==> src/rtl/hbg_pkg.sv <==
package hbg_pkg;

  typedef enum logic [1:0] {
    ST_OFF   = 2'd0,
    ST_DEAD  = 2'd1,
    ST_DRIVE = 2'd2
  } seq_state_e;

  typedef struct packed {
    logic hs1;
    logic hs2;
    logic ls1;
    logic ls2;
  } gate_set_t;

endpackage

==> src/rtl/hbg_sync.sv <==
module hbg_sync #(
  parameter int WIDTH  = 2,
  parameter int STAGES = 2
) (
  input  logic             clk,
  input  logic             rst_n,
  input  logic [WIDTH-1:0] d,
  output logic [WIDTH-1:0] q
);

  logic [STAGES-1:0][WIDTH-1:0] chain_q;
  logic [STAGES-1:0][WIDTH-1:0] chain_d;

  generate
    for (genvar s = 0; s < STAGES; s++) begin : g_stage
      if (s == 0) begin : g_first
        assign chain_d[s] = d;
      end else begin : g_rest
        assign chain_d[s] = chain_q[s-1];
      end
    end
  endgenerate

  always_ff @(posedge clk or negedge rst_n) begin
    if (!rst_n) chain_q <= '0;
    else        chain_q <= chain_d;
  end

  assign q = chain_q[STAGES-1];

endmodule

==> src/rtl/hbg_dead_timer.sv <==
module hbg_dead_timer #(
  parameter int CNT_W = 8
) (
  input  logic             clk,
  input  logic             rst_n,
  input  logic             load,
  input  logic [CNT_W-1:0] load_val,
  output logic             done
);

  logic [CNT_W-1:0] cnt_q;
  logic [CNT_W-1:0] cnt_d;
  logic             cnt_en;

  always_comb begin
    cnt_en = load || (cnt_q != '0);
    cnt_d  = load ? load_val : cnt_q - 1'b1;
  end

  always_ff @(posedge clk or negedge rst_n) begin
    if (!rst_n)      cnt_q <= '0;
    else if (cnt_en) cnt_q <= cnt_d;
  end

  assign done = (cnt_q == '0);

endmodule

==> src/rtl/hbg_fsm.sv <==
module hbg_fsm
  import hbg_pkg::*;
(
  input  logic      clk,
  input  logic      rst_n,
  input  logic      enable,
  input  logic      dir_s,
  input  logic      pwm_s,
  input  logic      timer_done,
  output logic      timer_load,
  output gate_set_t gates
);

  seq_state_e state_q, state_d;
  logic       dir_q, dir_d;
  logic       driving;

  always_comb begin
    state_d    = state_q;
    dir_d      = dir_q;
    timer_load = 1'b0;
    unique case (state_q)
      ST_OFF: begin
        if (enable) begin
          state_d    = ST_DEAD;
          timer_load = 1'b1;
        end
      end
      ST_DEAD: begin
        if (!enable) begin
          state_d = ST_OFF;
        end else if (timer_done) begin
          state_d = ST_DRIVE;
          dir_d   = dir_s;
        end
      end
      ST_DRIVE: begin
        if (!enable) begin
          state_d = ST_OFF;
        end else if (dir_s != dir_q) begin
          state_d    = ST_DEAD;
          timer_load = 1'b1;
        end
      end
      default: state_d = ST_OFF;
    endcase
  end

  always_ff @(posedge clk or negedge rst_n) begin
    if (!rst_n) begin
      state_q <= ST_OFF;
      dir_q   <= 1'b0;
    end else begin
      state_q <= state_d;
      dir_q   <= dir_d;
    end
  end

  always_comb begin
    driving   = (state_q == ST_DRIVE);
    gates.hs1 = driving &&  dir_q;
    gates.ls2 = driving &&  dir_q && pwm_s;
    gates.hs2 = driving && !dir_q;
    gates.ls1 = driving && !dir_q && pwm_s;
  end

endmodule

==> src/rtl/hbridge_gate_seq.sv <==
module hbridge_gate_seq
  import hbg_pkg::*;
#(
  parameter int CNT_W       = 8,
  parameter int SYNC_STAGES = 2
) (
  input  logic             clk,
  input  logic             rst_n,
  input  logic             pwm_in,
  input  logic             dir_in,
  input  logic             run_en,
  input  logic             kill,
  input  logic [CNT_W-1:0] dead_cfg,
  output logic             gate_hs1,
  output logic             gate_hs2,
  output logic             gate_ls1,
  output logic             gate_ls2
);

  localparam int SYNC_W = 2;

  logic [SYNC_W-1:0] sync_q;
  logic              enable;
  logic              timer_load;
  logic              timer_done;
  gate_set_t         gates;

  hbg_sync #(.WIDTH(SYNC_W), .STAGES(SYNC_STAGES)) u_sync (
    .clk   (clk),
    .rst_n (rst_n),
    .d     ({dir_in, pwm_in}),
    .q     (sync_q)
  );

  assign enable = run_en && !kill;

  hbg_dead_timer #(.CNT_W(CNT_W)) u_timer (
    .clk      (clk),
    .rst_n    (rst_n),
    .load     (timer_load),
    .load_val (dead_cfg),
    .done     (timer_done)
  );

  hbg_fsm u_fsm (
    .clk        (clk),
    .rst_n      (rst_n),
    .enable     (enable),
    .dir_s      (sync_q[1]),
    .pwm_s      (sync_q[0]),
    .timer_done (timer_done),
    .timer_load (timer_load),
    .gates      (gates)
  );

  assign gate_hs1 = gates.hs1;
  assign gate_hs2 = gates.hs2;
  assign gate_ls1 = gates.ls1;
  assign gate_ls2 = gates.ls2;

endmodule

==> config.mk <==
export PLATFORM = sky130hd
export DESIGN_NAME = hbridge_gate_seq
export DESIGN_NICKNAME = d
export VERILOG_FILES = /design/src/rtl/hbg_pkg.sv /design/src/rtl/hbg_sync.sv /design/src/rtl/hbg_dead_timer.sv /design/src/rtl/hbg_fsm.sv /design/src/rtl/hbridge_gate_seq.sv
export SDC_FILE = /design/constraint.sdc
export NUM_CORES = 1
export LEC_CHECK = 0
export BUFFER_PORTS_ARGS = -buffer_cell sky130_fd_sc_hd__buf_2
export CAP_MARGIN = 10
export CORE_MARGIN = 2
export CORE_UTILIZATION = 45
export CTS_BUF_LIST = sky130_fd_sc_hd__clkbuf_8 sky130_fd_sc_hd__clkbuf_16
export CTS_CLUSTER_DIAMETER = 120
export DETAILED_ROUTE_END_ITERATION = 10
export HOLD_SLACK_MARGIN = 0.03
export PLACE_DENSITY = 0.83
export SYNTH_ARGS = -nofsm -noshare
export SYNTH_HDL_FRONTEND = slang
export SYNTH_SLANG_ARGS = --single-unit
==> constraint.sdc <==
create_clock -name clk -period 2 [get_ports clk]
set_clock_uncertainty 0.1 [all_clocks]
set_input_delay 0.1 -clock clk [delete_from_list [all_inputs] [get_ports clk]]
set_output_delay 0.1 -clock clk [all_outputs]
set_load 0.01 [all_outputs]
; Yosys cells after proc, flatten, opt, wreduce, memory -nomap -nowiden
; Cells that the tools add are included.
[totals]
elab_cells = 36
mem_bits_ro = 0
inputBits = 14
latch_bits = 0
regBits = 15
ramBits = 0
memories = 0
[classes]
muxes = 11
order_cmp = 0
eq_ne = 6
n_bitwise = 0
div = 0
add_sub_neg = 1
n_reduce_logical = 13
shift = 0
multipliers = 0
[op_table]
columns = operator, count
row1 = 2-bit two-way mux, 5
row2 = 8-bit zero test, 1
row3 = 8-bit two-way mux, 1
row4 = 8-bit nonzero test, 1
row5 = 8-bit by 1-bit subtractor with 8-bit output (second input constant), 1
row6 = 3-bit != test (second input constant), 2
row7 = 2-bit one-hot mux with 3 select lines, 1
row8 = 3-bit AND reduction, 2
row9 = 1-bit logical AND, 5
row10 = 1-bit two-way mux, 3
row11 = 2-bit by 1-bit equality test with 1-bit output (second input constant), 1
row12 = 2-bit equality test (second input constant), 1
row13 = 1-bit zero test, 2
row14 = 2-bit zero test, 1
row15 = 2-bit by 1-bit != test with 1-bit output (second input constant), 1
row16 = 1-bit one-hot mux with 2 select lines, 1
row17 = 1-bit logical OR, 1
row18 = 1-bit != test, 1

; Longest topological paths before layout
[logic_depth]
depth_word = 5
depth_mapped = 6

; Modules after synthesis
; From an unflattened synthesis, not the netlist that was laid out.
[unflattened]
hier_cells = 77
area_unflattened_um2 = 790.8
[modules_own_cells]
columns = mod, seq_area_each_um2, n_inst, area_each_um2, cells_each
row1 = hbg_dead_timer, 200.2, 1, 486.7, 55
row2 = hbg_fsm, 75.1, 1, 190.2, 17
row3 = hbg_sync, 100.1, 1, 100.1, 4
row4 = hbridge_gate_seq, 0.0, 1, 13.8, 1

; Worst setup path before layout
; Ideal clock, no wire load.
[synth_timing]
kind = register -> register
from = register u_timer.cnt_q[4]
to = register u_fsm.dir_q
t_arrival_ns = 1.749
setup_time_ns = 0.127
path_slack_ns = 0.023
t_required_ns = 1.773
stages_incl_launch_ff = 5
n_path_buf = 0
path_cell_list = dfrtp_1 or4_4 or3_4 nor2_4 mux2_1
[synth_between]
elab_chain_cells = 2
[synth_lines]
columns = item, line_no
row1 = from (decl), hbg_dead_timer.sv:11  ; logic [CNT_W-1:0] cnt_q;
row2 = from (signal assigned), hbg_dead_timer.sv:22  ; else if (cnt_en) cnt_q <= cnt_d;
row3 = 8-bit zero test, hbg_dead_timer.sv:25  ; assign done = (cnt_q == '0);
row4 = 3-bit AND reduction (no source line), --
row5 = to (signal assigned), hbg_fsm.sv:55  ; dir_q <= dir_d;
row6 = to (decl), hbg_fsm.sv:15  ; logic dir_q, dir_d;
; No other way between the ends.
; A chain may end at the register's enable or synchronous reset.

; Final worst setup path
; Ends and elaborated chain as after synthesis.

==> results.yml <==
run_status:
  status: "completed"
logic_synthesis:
  syn_area_um2: 754
  muxShareOfSynthArea_pct: 4.31
  syn_avg_cell_area_um2: 10.5
  synth_cell_types: 27
  syn-num-nets: 88
  synthXorXnorAreaFrac_pct: 8.13
  synth_simple_gate_area_share_pct: 22.4
  ys_ff_latch: 15
  yosysWarnings: 0
  synth_compound_area_share_pct: 9.62
  synth_cells: 72
  synth_top_family_by_area: "simple AND/OR/NAND/NOR gates"
  synthAdderAreaFrac_pct: 3.32
  yosysSeqAreaShare_pct: 49.8
pwr:
  seqPwrFrac_pct: 40.0
  swShare_pct: 34.6
  power.internal_mw: 0.757
  comb_power_share_pct: 37.7
  p_per_area_nw_per_um2: 1090
  clkPwrFrac_pct: 22.3
  leakage_nw: 0.497
  peakVddDrop_v: 0.000578
  p_switching_mw: 0.400
global_routing:
  grt_max_degree: 16
  grt_pass1_vias: 648
  grt.overflow.total: 0
  antenna_found_initial: 0
  grt_pass1_wl_um: 2930
  grt_usage_pct: 21.3
setup_path:
  arrival_ps: 2010
  reg2reg_to: "u_fsm.dir_q"
  cp-start-kind: "flip-flop"
  path_max_fanout: 3
  crit_required_ps: 2040
  reg2regPathDepth: 4
  rr_startpoint: "u_timer.cnt_q[4]"
  reg2reg_slack_ps: 30
  cp-end-kind: "flip-flop"
  worstSetupPathType: "reg2reg"
clock_tree:
  clk_pin_slew_ps: 70
  clock_latency_ps: 250
  numCtsBuffers: 3
  clock_path_buffers: 2
  cts-root-buf: "clkbuf_8"
  clkSinkCount: 15
  h-tree-depth: 1
  tritoncts: "yes"
min_path:
  min_from: "run_en"
  hold_path_end: "u_fsm.state_q[1]"
  min_path_cells: 4
  min_path_type: "in2reg"
floorplanning:
  die_h_um: 44.9
  ioPinCount: 18
  dieArea_um2: 2020
  initial_utilization_pct: 48.9
  die-width_um: 44.9
  rows: 14
  core-area_um2: 1540
finish:
  multi_input_area_um2: 364
  nFillCells: 109
  drive_gt1_share_pct: 30.3
  diodes: 0
  nets: 126
  fin_util_pct: 69.0
  final_cell_count_no_fill: 125
  ff_latch_area_um2: 375
  area_growth_pct: 41.0
routing:
  drc_errors: 0
  wl_um: 1910
  first_pass_iters: 4
  dr.first_iter.drc_count: 20
  via_count: 651
  post_drt_wl_per_cell_um: 15.3
  drtAntennaViolNets: 0
  vias_per_cell: 5.21
timing:
  final-setup-viol-count: 0
  fin_crit_ps: 1970
  slew_headroom_pct: 67.4
  tns_ps: 0
  worst_slew_pin_slew_ps: 486
  hold_viol: 0
  rsz0062_at_grt: "false"
  fmax_mhz: 507
  maxSlewViolCount: 0
  finalCritPeriodShare_pct: 98.6
placement:
  io_buffers: 17
  gp_congestion: 0.804
  dp_hpwl_um: 1220
  dp.cells: 109
job:
  cap_viol_max_count: 0
## sequential cells by signal, summed over array words and instances (netlist names)
signal and cells:
u_fsm.dir_q 1, u_sync.q 2, u_sync.chain_d 2, u_fsm.state_q 2
u_timer.cnt_q 8
## layer usage
metal | global-route usage (%) | routed length, um | up-vias
met3 | 4.00 | 68 | 8
met1 | 26.4 | 808 | 315
li1 | - | - | 315
met5 | 0 | 0 | -
met2 | 33.7 | 987 | 13
met4 | 14.1 | 49 | 0
## power groups by stage
stage	logic [mW]	clock network, mW	registers, mW
after floorplan	0.257	0	0.452
after global placement	0.367	0	0.452
after detailed placement	0.379	0	0.466
after CTS	0.430	0.259	0.460
after global routing	0.478	0.269	0.472
final	0.437	0.258	0.463
## synthesized netlist by cell type
cell      number  share of area (%)
xnor2_1        4                4.6
or3b_1         1                1.2
nand2_1        8                4.0
o21bai_1       1                1.0
clkbuf_1       1               0.50
xor2_1         3                3.5
o31ai_1        3                3.0
a211oi_1       2                2.0
nor3_2         1                1.3
o21ai_1        3                2.0
or4_4          1                1.5
nor3_1         1               0.66
dfrtp_1       15                 50
mux2_2         1                1.5
mux2_1         1                1.5
a21o_1         1                1.0
and2_1         2                1.7
nor2_4         1                1.5
nor4bb_1       1                1.3
nand3_1        1               0.66
nor2_1         6                3.0
inv_1          4                2.0
nand2b_1       5                4.1
mux2i_1        1                1.3
or3_4          1                1.5
a21oi_1        1               0.66
ha_1           2                3.3
## metrics by stage
step / power (mW) / cell area [um^2] / hold slack, ps / worst slack [ps]
final: 1.16 / 1060 / 145 / 27.2
after detailed placement: 0.845 / 893 / -78.9 / 5.24
after CTS: 1.15 / 1060 / 149 / 5.98
after global placement: 0.819 / 893 / -87.8 / 62.4
after floorplan: 0.709 / 754 / -296 / 23.4
after global routing: 1.22 / 1060 / 177 / 3.55
## worst max-delay path by stage
stage,to,slack (ps),depth (start not counted),from
finish,u_fsm.dir_q,30,4,u_timer.cnt_q[4]
global route,u_fsm.dir_q,4,4,u_timer.cnt_q[4]
CTS,u_fsm.dir_q,6,4,u_timer.cnt_q[4]
detailed placement,u_fsm.dir_q,5,4,u_timer.cnt_q[5]
global placement,u_fsm.dir_q,60,4,u_timer.cnt_q[5]
floorplan,u_fsm.dir_q,20,4,u_timer.cnt_q[4]
## what timing repair did
item	in CTS	in global routing
setup buffers	1	0
gates resized for setup	0	1
hold buffers	11	0
hold endpoints to repair	25	0
setup endpoints to repair	1	1
## cell usage in the layout (no fill, tap or decap)
cell type and instances:
clkinvlp_4 1, or3b_1 1, a211oi_1 2, mux2i_1 1, clkbuf_8 3, ha_1 2
or4_4 1, a21oi_1 1, or3_4 1, nand2b_1 5, dlygate4sd3_1 11, buf_2 17
nand2_1 8, buf_4 6, a21o_1 1, nor2_1 6, xor2_1 3, inv_1 4
nor3_1 1, nor4bb_1 1, dfrtp_1 15, nor3_2 1, o21bai_1 1, nand3_1 1
mux2_4 1, o31ai_1 3, o21ai_1 3, and2_1 2, nor2_4 1, mux2_2 1
xnor2_1 4
## layout make-up
class | instances | area share, %
flip-flops and latches | 15 | 35.3
multi-input cells | 52 | 34.2
repair buffers | 34 | 22.6
clock buffers | 3 | 3.88
well taps | 16 | 1.88
inverters | 4 | 1.41
clock inverters | 1 | 0.706
## kinds of logic (layout without fill, tap and decap cells)
logic type	Yosys count	count (layout)
compound gates	11	11
buf+inv	5	42
flops	15	15
mux	3	3
simple gates	29	29
fa+ha+maj	2	2
xor+xnor	7	7
## critical path, cell delays in order, from the launching register on
cell and delay (ps):
dfrtp_1 390, or4_4 540, or3_4 410, nor2_4 110
mux2_4 310
(Power assumes the default switching activity.)
